===== src/rtl/irq_pkg.sv =====
package irq_pkg;
  localparam int unsigned DW      = 8;
  localparam int unsigned AW      = 2;
  localparam int unsigned N_CORE  = 3;
  localparam int unsigned N_PERI  = 7;
  localparam int unsigned N_PORT  = 4;
  localparam int unsigned SYNC_N  = 2;
  localparam int unsigned VW      = 16;
  localparam logic [VW-1:0] VECTOR = 16'h0004;
  // register addresses
  localparam logic [AW-1:0] A_CTL  = 2'd0;
  localparam logic [AW-1:0] A_PFLG = 2'd1;
  localparam logic [AW-1:0] A_PEN  = 2'd2;
  localparam logic [AW-1:0] A_PORT = 2'd3;
  // control register layout
  localparam int unsigned B_CEN  = N_CORE;      // core enables start here
  localparam int unsigned B_GRP  = 6;
  localparam int unsigned B_GIE  = 7;
  localparam int unsigned B_EDGE = N_PORT;      // edge select in addr 3
  // core source index
  localparam int unsigned C_PC   = 0;
  localparam int unsigned C_EXT  = 1;
  localparam int unsigned C_T0   = 2;
endpackage


===== src/rtl/irq_sync.sv =====
module irq_sync #(
  parameter int unsigned W      = 1,
  parameter int unsigned STAGES = 2
) (
  input  logic         clk,
  input  logic         rst_n,
  input  logic [W-1:0] d_i,
  output logic [W-1:0] q_o
);
  logic [STAGES-1:0][W-1:0] stg_q;
  logic [STAGES-1:0][W-1:0] stg_d;

  generate
    if (STAGES > 1) begin : g_chain
      assign stg_d = {stg_q[STAGES-2:0], d_i};
    end else begin : g_single
      assign stg_d = d_i;
    end
  endgenerate

  always_ff @(posedge clk or negedge rst_n) begin
    if (!rst_n) stg_q <= '0;
    else        stg_q <= stg_d;
  end

  assign q_o = stg_q[STAGES-1];
endmodule


===== src/rtl/irq_flag_reg.sv =====
module irq_flag_reg #(
  parameter int unsigned N = 3
) (
  input  logic         clk,
  input  logic         rst_n,
  input  logic         wr_en_i,
  input  logic [N-1:0] wr_val_i,
  input  logic [N-1:0] evt_i,
  output logic [N-1:0] flag_o
);
  logic [N-1:0] flag_q;
  logic [N-1:0] flag_d;

  // an event always wins over a clearing write
  always_comb begin
    flag_d = wr_en_i ? wr_val_i : flag_q;
    flag_d = flag_d | evt_i;
  end

  always_ff @(posedge clk or negedge rst_n) begin
    if (!rst_n) flag_q <= '0;
    else        flag_q <= flag_d;
  end

  assign flag_o = flag_q;
endmodule


===== src/rtl/irq_ctrl_top.sv =====
module irq_ctrl_top
  import irq_pkg::*;
(
  input  logic              clk,
  input  logic              rst_n,
  input  logic [AW-1:0]     addr_i,
  input  logic              wr_i,
  input  logic              rd_i,
  input  logic [DW-1:0]     wdata_i,
  output logic [DW-1:0]     rdata_o,
  input  logic              ext_pin_i,
  input  logic [N_PORT-1:0] port_pin_i,
  input  logic              tmr0_ovf_i,
  input  logic [N_PERI-1:0] periph_evt_i,
  input  logic              take_i,
  input  logic              reti_i,
  input  logic              gie_clr_i,
  output logic              irq_o,
  output logic [VW-1:0]     vec_o,
  output logic              wake_o
);
  // reset: asserted asynchronously, released on a clock edge
  logic [1:0] rst_q;
  logic       rst_sync_n;
  always_ff @(posedge clk or negedge rst_n) begin
    if (!rst_n) rst_q <= 2'b00;
    else        rst_q <= {rst_q[0], 1'b1};
  end
  assign rst_sync_n = rst_q[1];

  // pin synchronizers
  logic              ext_s;
  logic [N_PORT-1:0] port_s;
  irq_sync #(.W(1), .STAGES(SYNC_N)) u_ext_sync (
    .clk(clk), .rst_n(rst_sync_n), .d_i(ext_pin_i), .q_o(ext_s));
  irq_sync #(.W(N_PORT), .STAGES(SYNC_N)) u_port_sync (
    .clk(clk), .rst_n(rst_sync_n), .d_i(port_pin_i), .q_o(port_s));

  // state
  logic              gie_q, gie_d;
  logic              grp_q, grp_d;
  logic [N_CORE-1:0] cen_q, cen_d;
  logic [N_PERI-1:0] pen_q, pen_d;
  logic              rise_q, rise_d;
  logic [N_PORT-1:0] snap_q, snap_d;
  logic              ext_prev_q;
  logic              irq_q, irq_d;

  logic wr_ctl, wr_pflg, wr_pen, wr_port, rd_port;
  assign wr_ctl  = wr_i && (addr_i == A_CTL);
  assign wr_pflg = wr_i && (addr_i == A_PFLG);
  assign wr_pen  = wr_i && (addr_i == A_PEN);
  assign wr_port = wr_i && (addr_i == A_PORT);
  assign rd_port = rd_i && (addr_i == A_PORT);

  // event detection
  logic              ext_evt, pc_evt;
  logic [N_CORE-1:0] core_evt;
  assign ext_evt = rise_q ? (ext_s & ~ext_prev_q) : (~ext_s & ext_prev_q);
  assign pc_evt  = |(port_s ^ snap_q);
  always_comb begin
    core_evt        = '0;
    core_evt[C_PC]  = pc_evt;
    core_evt[C_EXT] = ext_evt;
    core_evt[C_T0]  = tmr0_ovf_i;
  end

  // flags
  logic [N_CORE-1:0] cflag;
  logic [N_PERI-1:0] pflag;
  irq_flag_reg #(.N(N_CORE)) u_core_flags (
    .clk(clk), .rst_n(rst_sync_n), .wr_en_i(wr_ctl),
    .wr_val_i(wdata_i[N_CORE-1:0]), .evt_i(core_evt), .flag_o(cflag));
  irq_flag_reg #(.N(N_PERI)) u_peri_flags (
    .clk(clk), .rst_n(rst_sync_n), .wr_en_i(wr_pflg),
    .wr_val_i(wdata_i[N_PERI-1:0]), .evt_i(periph_evt_i), .flag_o(pflag));

  // gating
  logic pend;
  assign pend   = (|(cflag & cen_q)) | (grp_q & (|(pflag & pen_q)));
  assign wake_o = pend;

  // next state
  always_comb begin
    gie_d  = gie_q;
    grp_d  = grp_q;
    cen_d  = cen_q;
    pen_d  = pen_q;
    rise_d = rise_q;
    snap_d = snap_q;
    if (wr_ctl) begin
      gie_d = wdata_i[B_GIE];
      grp_d = wdata_i[B_GRP];
      cen_d = wdata_i[B_CEN +: N_CORE];
    end
    if (wr_pen)  pen_d  = wdata_i[N_PERI-1:0];
    if (wr_port) rise_d = wdata_i[B_EDGE];
    if (rd_port) snap_d = port_s;
    if (reti_i)  gie_d  = 1'b1;
    if (take_i || gie_clr_i) gie_d = 1'b0;
    irq_d = gie_q & pend & ~take_i & ~gie_clr_i;
  end

  always_ff @(posedge clk or negedge rst_sync_n) begin
    if (!rst_sync_n) begin
      gie_q      <= 1'b0;
      grp_q      <= 1'b0;
      cen_q      <= '0;
      pen_q      <= '0;
      rise_q     <= 1'b1;
      snap_q     <= '0;
      ext_prev_q <= 1'b0;
      irq_q      <= 1'b0;
    end else begin
      gie_q      <= gie_d;
      grp_q      <= grp_d;
      cen_q      <= cen_d;
      if (wr_pen)  pen_q  <= pen_d;
      if (wr_port) rise_q <= rise_d;
      if (rd_port) snap_q <= snap_d;
      ext_prev_q <= ext_s;
      irq_q      <= irq_d;
    end
  end

  assign irq_o = irq_q;
  assign vec_o = irq_q ? VECTOR : '0;

  // read mux
  always_comb begin
    rdata_o = '0;
    unique case (addr_i)
      A_CTL:  rdata_o = {gie_q, grp_q, cen_q, cflag};
      A_PFLG: rdata_o[N_PERI-1:0] = pflag;
      A_PEN:  rdata_o[N_PERI-1:0] = pen_q;
      default: begin
        rdata_o[N_PORT-1:0] = port_s;
        rdata_o[B_EDGE]     = rise_q;
      end
    endcase
  end
endmodule


===== config.mk =====
export PLATFORM = sky130hd
export DESIGN_NAME = irq_ctrl_top
export DESIGN_NICKNAME = d
export VERILOG_FILES = /design/src/rtl/irq_pkg.sv /design/src/rtl/irq_sync.sv /design/src/rtl/irq_flag_reg.sv /design/src/rtl/irq_ctrl_top.sv
export SDC_FILE = /design/constraint.sdc
export NUM_CORES = 1
export LEC_CHECK = 0
export ABC_AREA = 1
export CAP_MARGIN = 15
export CORE_ASPECT_RATIO = 0.8
export CORE_MARGIN = 2
export CORE_UTILIZATION = 65
export DETAILED_ROUTE_END_ITERATION = 10
export DONT_BUFFER_PORTS = 1
export HOLD_SLACK_MARGIN = 0.1
export PLACE_DENSITY = 0.91
export SYNTH_ARGS = -nofsm -noshare
export SYNTH_HDL_FRONTEND = slang
export SYNTH_SLANG_ARGS = --single-unit

===== constraint.sdc =====
create_clock -name clk -period 2.3 [get_ports clk]
set_input_delay 0.69 -clock clk [delete_from_list [all_inputs] [get_ports clk]]
set_output_delay 0.69 -clock clk [all_outputs]
set_load 0.1 [all_outputs]

==> impl_metrics.json, run 1 <==
{
  "vias": 1492,
  "slew_viol_final": 0,
  "clock_sinks": 41,
  "yosysUniqueCellTypes": 26,
  "p_per_area_mw_per_mm2": 872.6,
  "io-pin-count": 56,
  "relSlewSlack": 0.4444,
  "synth_top_family_by_area": "simple AND/OR/NAND/NOR gates",
  "required_ns": 1.61,
  "period_share": 0.9640,
  "fill_cells": 180,
  "final_antenna_net_count": 0,
  "final_hold_viol_count": 0,
  "critPathCapture": "wake_o",
  "io_buffers": 0,
  "cp-startpoint": "pen_q[2]",
  "coreArea_mm2": 0.002786,
  "drt_iter0_markers": 141,
  "cts_buffers": 5,
  "die_area_mm2": 0.003400,
  "grt_setup_unrepaired": "false",
  "worstPathArrival_ns": 1.53,
  "antenna_found_initial": 0,
  "ys_warn_count": 0,
  "grt.overflow.total": 0,
  "root_buffer": "clkbuf_8",
  "final_common_cell": "nand2_1",
  "wl_per_cell_um": 15.90,
  "dpl.hpwl_mm": 3.102,
  "grt_pass1_wl_mm": 6.693,
  "ys_ff_latch": 41,
  "synth_enable_flop_cells": 0,
  "worst_skew_pair.late_latency_ns": 0.30,
  "timing_worst_setup_path_type": "flop to output pin",
  "synth_xor_area_frac": 0.01829,
  "fmax_mhz": 451.0,
  "synthArstFlopShare": 1.000,
  "r2r_end": "irq_o",
  "track_usage": 0.2761,
  "ir_drop_v": 0.0006555,
  "cts_tree": "done",
  "drcViolationCount": 0,
  "grt_pass1_vias": 1424,
  "cts_post_setup_buffers_inserted": 0,
  "synthAdderAreaFrac": 0,
  "power.leakage_nw": 1.068,
  "clk_path_buf_depth": 2,
  "synth_compound_area_frac": 0.1372,
  "cp-end-kind": "output pin",
  "worst_pin_slew_ns": 0.8334,
  "clock_skew_ns": 0.006457,
  "cts.clk_slew.worst_paths_ns": 0.08,
  "r2r_start": "pen_q[2]",
  "hold_class": "flop to asynchronous set/reset pin",
  "cts_resized": 0,
  "synthFlopType": "dfrtp_1",
  "layout-drive-gt1-share": 0.2009,
  "drv_cap": 0,
  "start_kind": "flop",
  "die_y_um": 52.56,
  "ff2ff_path_depth": 6,
  "h-tree-depth": 2,
  "drt_wl_total_mm": 4.245,
  "core.rowCount": 17,
  "nets": 258,
  "drt_first_pass_iters": 6,
  "yosysSeqAreaShare": 0.5363,
  "area_delta_synth_final_pct": 14.76,
  "viasPerCell": 5.588,
  "yosys.area_share.simple": 0.1881,
  "grt_max_degree": 22,
  "setup_viol": 0,
  "start_util": 0.6875,
  "die_width_um": 64.70,
  "routabilityCongestion": 0.9062,
  "post-place-cells": 258,
  "synth_mux_area_frac": 0,
  "finalCriticalPeriod_ns": 2.217,
  "power_mw": 1.918,
  "stdcell_count": 267,
  "ff2ff_setup_slack_ns": 1.20,
  "n_antenna_cell": 0,
  "fin_hold_ws_ns": 0.3452,
  "syn_inst": 214,
  "run_status": "finished, final reports clean",
  "final_cell_mix": "67 x nand2_1, 39 x dfrtp_1, 18 x inv_1",
  "cp_max_fo": 3,
  "synth_area_per_cell_um2": 8.951,
  "syn_area_mm2": 0.001916
}
[cell families (layout without fill, tap and decap cells)]
logic type	Yosys count	count (layout)
flops	41	41
other cells	2	16
buf+inv	39	40
xor+xnor	4	4
simple gates	85	85
compound gates	43	43
[power by group]
| part | internal [mW] | total [mW] | switching (mW) |
|---|---|---|---|
| clock | 0.271 | 0.510 | 0.239 |
| sequential | 0.791 | 0.854 | 0.0632 |
| combinational | 0.142 | 0.554 | 0.413 |
| total | 1.20 | 1.92 | 0.715 |
[metal layers]
metal  GRT usage  share of wire  wire length, um  vias to the layer above
li1            -              -                -                      674
met1      0.3469           0.39             1673                      701
met2      0.4410           0.47             2010                       92
met3     0.09462          0.093              396                       25
met4      0.1206          0.039              164                        0
met5           0              0                0                        -
[what timing repair did]
item | in CTS | in global routing
setup endpoints to repair | 0 | 0
hold endpoints to repair | 2 | 0
hold buffers | 1 | 0
[through the flow]
step / utilization / cell area, um2 / worst slack (ns) / TNS (ns)
after floorplan: - / 1992 / -0.5035 / -1.770
after global placement: 0.7490 / 2087 / 0.1699 / 0
after detailed placement: 0.7490 / 2087 / 0.1213 / 0
after CTS: 0.7890 / 2198 / 0.1204 / 0
after global routing: 0.7890 / 2198 / 0.009938 / 0
final: 0.7890 / 2198 / 0.08289 / 0
[how the worst min path moves through the flow]
stage | startpoint | to | slack, ns | cells past startpoint
final | rst_q[1] | u_port_sync.stg_d[4] | 0.35 | 0
after global routing | u_port_sync.stg_d[4] | u_port_sync.q_o[0] | 0.36 | 0
after CTS | u_port_sync.stg_d[6] | u_port_sync.q_o[2] | 0.35 | 0
after detailed placement | u_port_sync.stg_d[6] | u_port_sync.q_o[2] | 0.34 | 0
after global placement | u_port_sync.stg_d[4] | u_port_sync.q_o[0] | 0.33 | 0
after floorplan | rst_q[0] | rst_q[1] | 0.33 | 0
[synthesized netlist by cell type, types with 2 or more instances]
cell type  count  area [um2]
a21oi_1       10       50.05
a21oi_2        3       26.28
buf_4         16       120.1
buf_6          2       22.52
conb_1         2       7.510
dfrtp_1       40        1001
inv_1         19       71.32
nand2_1       67       251.5
nand2_2        2       12.51
nand3_1        2       10.01
nand4_1        2       12.51
nor2_1         7       26.28
nor2_4         2       22.52
o2111ai_1      2       17.52
o21ai_0       13       65.06
o21ai_1        7       35.03
o21ai_2        7       61.31
xnor2_1        2       17.52
xor2_1         2       17.52
[sequential cells by signal (all words and copies together), names as in the netlist, 2 cells and up]
signal	flops
u_port_sync.stg_d	4
cen_q	3
u_peri_flags.flag_o	7
pen_q	7
snap_q	4
rst_q	2
u_port_sync.q_o	4
u_core_flags.flag_o	3
[final cells by class]
cell class              count  area (um2)  share of cell area
well taps                  38       47.55             0.02163
multi-input cells         148       753.2              0.3426
flip-flops and latches     41        1028              0.4678
clock inverters             1       5.005            0.002277
clock buffers               7       96.34             0.04382
inverters                  20       75.07             0.03415
repair buffers             12       192.7             0.08765
[critical path, cell delays in order (launching register included)]
cell     delay (ns)
dfrtp_1        0.40
nand2_1        0.10
nand2_1        0.05
nor2_1         0.15
nand2_1        0.09
nand2_1        0.11
nand2_1        0.08
buf_4          0.25
Power figures use the tool's default switching activity.
==> inputs of run 2 (changes only) <==
SLEW_MARGIN = 10   (was unset)
==> results of run 2 <==
The final DEF is identical to that of run 1; final timing and power are the same.
==> inputs of run 3 (changes only) <==
CORE_UTILIZATION = 62   (was 65)
HOLD_SLACK_MARGIN = unset   (was 0.1)
PLACE_DENSITY = 0.88   (was 0.91)
clock period = 2.1 ns   (was 2.3 ns; I/O delays follow)
==> run 3 against run 2 <==
  * Flip-flop and latch count did not move
  * Count of clock-buffer cells in the layout fell by 1
  * Cell count rose by 0.75%
  * Clock power fell by 6.1%
  * Critical path depth fell by 2
==> impl_metrics.json, run 3 (synthesized netlist as in run 1, its figures left out) <==
{
  "start_kind": "input pin",
  "io-pin-count": 56,
  "cts_buffers": 5,
  "worst_skew_pair.late_latency_ns": 0.28,
  "p_per_area_mw_per_mm2": 917.3,
  "final_cell_mix": "67 x nand2_1, 39 x dfrtp_1, 18 x inv_1",
  "cts_tree": "done",
  "root_buffer": "clkbuf_8",
  "viasPerCell": 5.230,
  "finalCriticalPeriod_ns": 2.071,
  "required_ns": 1.47,
  "dpl.hpwl_mm": 2.720,
  "clk_path_buf_depth": 2,
  "antenna_found_initial": 0,
  "fmax_mhz": 482.8,
  "fin_hold_ws_ns": 0.03677,
  "routabilityCongestion": 0.8908,
  "start_util": 0.6347,
  "vias": 1407,
  "grt.overflow.total": 0,
  "run_status": "finished, final reports clean",
  "drv_cap": 0,
  "gr-usage-met2": 0.3583,
  "io_buffers": 0,
  "h-tree-depth": 2,
  "n_antenna_cell": 0,
  "multiInputGateArea_um2": 753.2,
  "hold_class": "input pin to asynchronous set/reset pin",
  "worstPathArrival_ns": 1.44,
  "die_width_um": 66.15,
  "cp-end-kind": "output pin",
  "final_hold_viol_count": 0,
  "grt_pass1_vias": 1340,
  "grt_setup_unrepaired": "true",
  "fill_cells": 205,
  "slew_viol_final": 0,
  "nets": 258,
  "postCtsHoldBufs": 0,
  "ir_drop_v": 0.0006194,
  "clock_skew_ns": 0.005301,
  "layout-drive-gt1-share": 0.2009,
  "die_y_um": 53.72,
  "cts.clk_slew.worst_paths_ns": 0.07,
  "power.leakage_nw": 1.062,
  "grt_pass1_wl_mm": 6.030,
  "final-seq-area_mm2": 0.001028,
  "cp_max_fo": 7,
  "drt_iter0_markers": 136,
  "final_common_cell": "nand2_1",
  "wl_per_cell_um": 13.45,
  "die_area_mm2": 0.003553,
  "gr-usage-met1": 0.3268,
  "gr-max-usage-layer": "met2",
  "drt_first_pass_iters": 4,
  "coreArea_mm2": 0.003018,
  "core.rowCount": 18,
  "drt_wl_total_mm": 3.618,
  "grt_max_degree": 40,
  "track_usage": 0.2336,
  "area_delta_synth_final_pct": 14.57,
  "final_area_mm2": 0.002195,
  "clock_sinks": 41,
  "setup_viol": 0,
  "period_share": 0.9862,
  "place_area_mm2": 0.002102,
  "timing_worst_setup_path_type": "input pin to output pin",
  "grt_use_met3": 0.05649,
  "drcViolationCount": 0,
  "final_util": 0.7272,
  "final_antenna_net_count": 0
}
run 3: layer usage:
metal	part of all wire	up-vias
met2	0.48	69
met4	0.017	0
li1	-	670
met1	0.43	660
met3	0.076	8
met5	0	-
run 3: critical path: stages:
cell and delay, ns:
inv_1 0.07, nor2_4 0.23, nand2_1 0.11, nand4_1 0.19, buf_12 0.20
run 3: worst paths after layout:
path | from | to | slack, ns | cells after the start
worst min register to register | rst_q[1] | u_port_sync.stg_d[6] | 0.28 | 1
worst max register to register | u_peri_flags.flag_o[2] | irq_o | 1.11 | 6
min in group clk | u_port_sync.stg_d[7] | u_port_sync.q_o[3] | 0.35 | 0
worst max-delay path | addr_i[1] | rdata_o[4] | 0.03 | 5
worst min-delay path | rst_n | rst_q[1] | 0.04 | 0
max in group asynchronous | rst_q[1] | irq_o | 1.45 | 1
run 3: final cells by class:
type / instances / area share
repair buffers: 12 / 0.09236
well taps: 40 / 0.02281
clock inverters: 2 / 0.004561
flip-flops and latches: 41 / 0.4686
clock buffers: 6 / 0.03307
multi-input cells: 148 / 0.3432
inverters: 20 / 0.03535
run 3: stage by stage:
stage / total power [mW] / TNS [ns] / setup slack (ns) / std cells
detailed placement: 1.543 / 0 / 0.03679 / 260
global placement: 1.531 / 0 / 0.09256 / 260
global route: 2.101 / -0.03874 / -0.02309 / 269
finish: 2.013 / 0 / 0.02895 / 269
floorplan: 1.423 / -0.6451 / -0.2992 / 228
CTS: 2.018 / 0 / 0.03398 / 268
run 3: what timing repair did:
item                                    in CTS  in global routing
setup buffers                                0                  1
gates resized for setup                      0                  1
endpoints found under the hold margin        0                  0
endpoints found under the setup margin       0                  4
run 3: power by group:
group	switching (mW)	leakage (nW)	internal, mW	total (mW)
Sequential	0.0603	0.469	0.866	0.927
Combinational	0.446	0.548	0.162	0.608
Clock	0.249	0.0450	0.230	0.479
Total	0.755	1.06	1.26	2.01
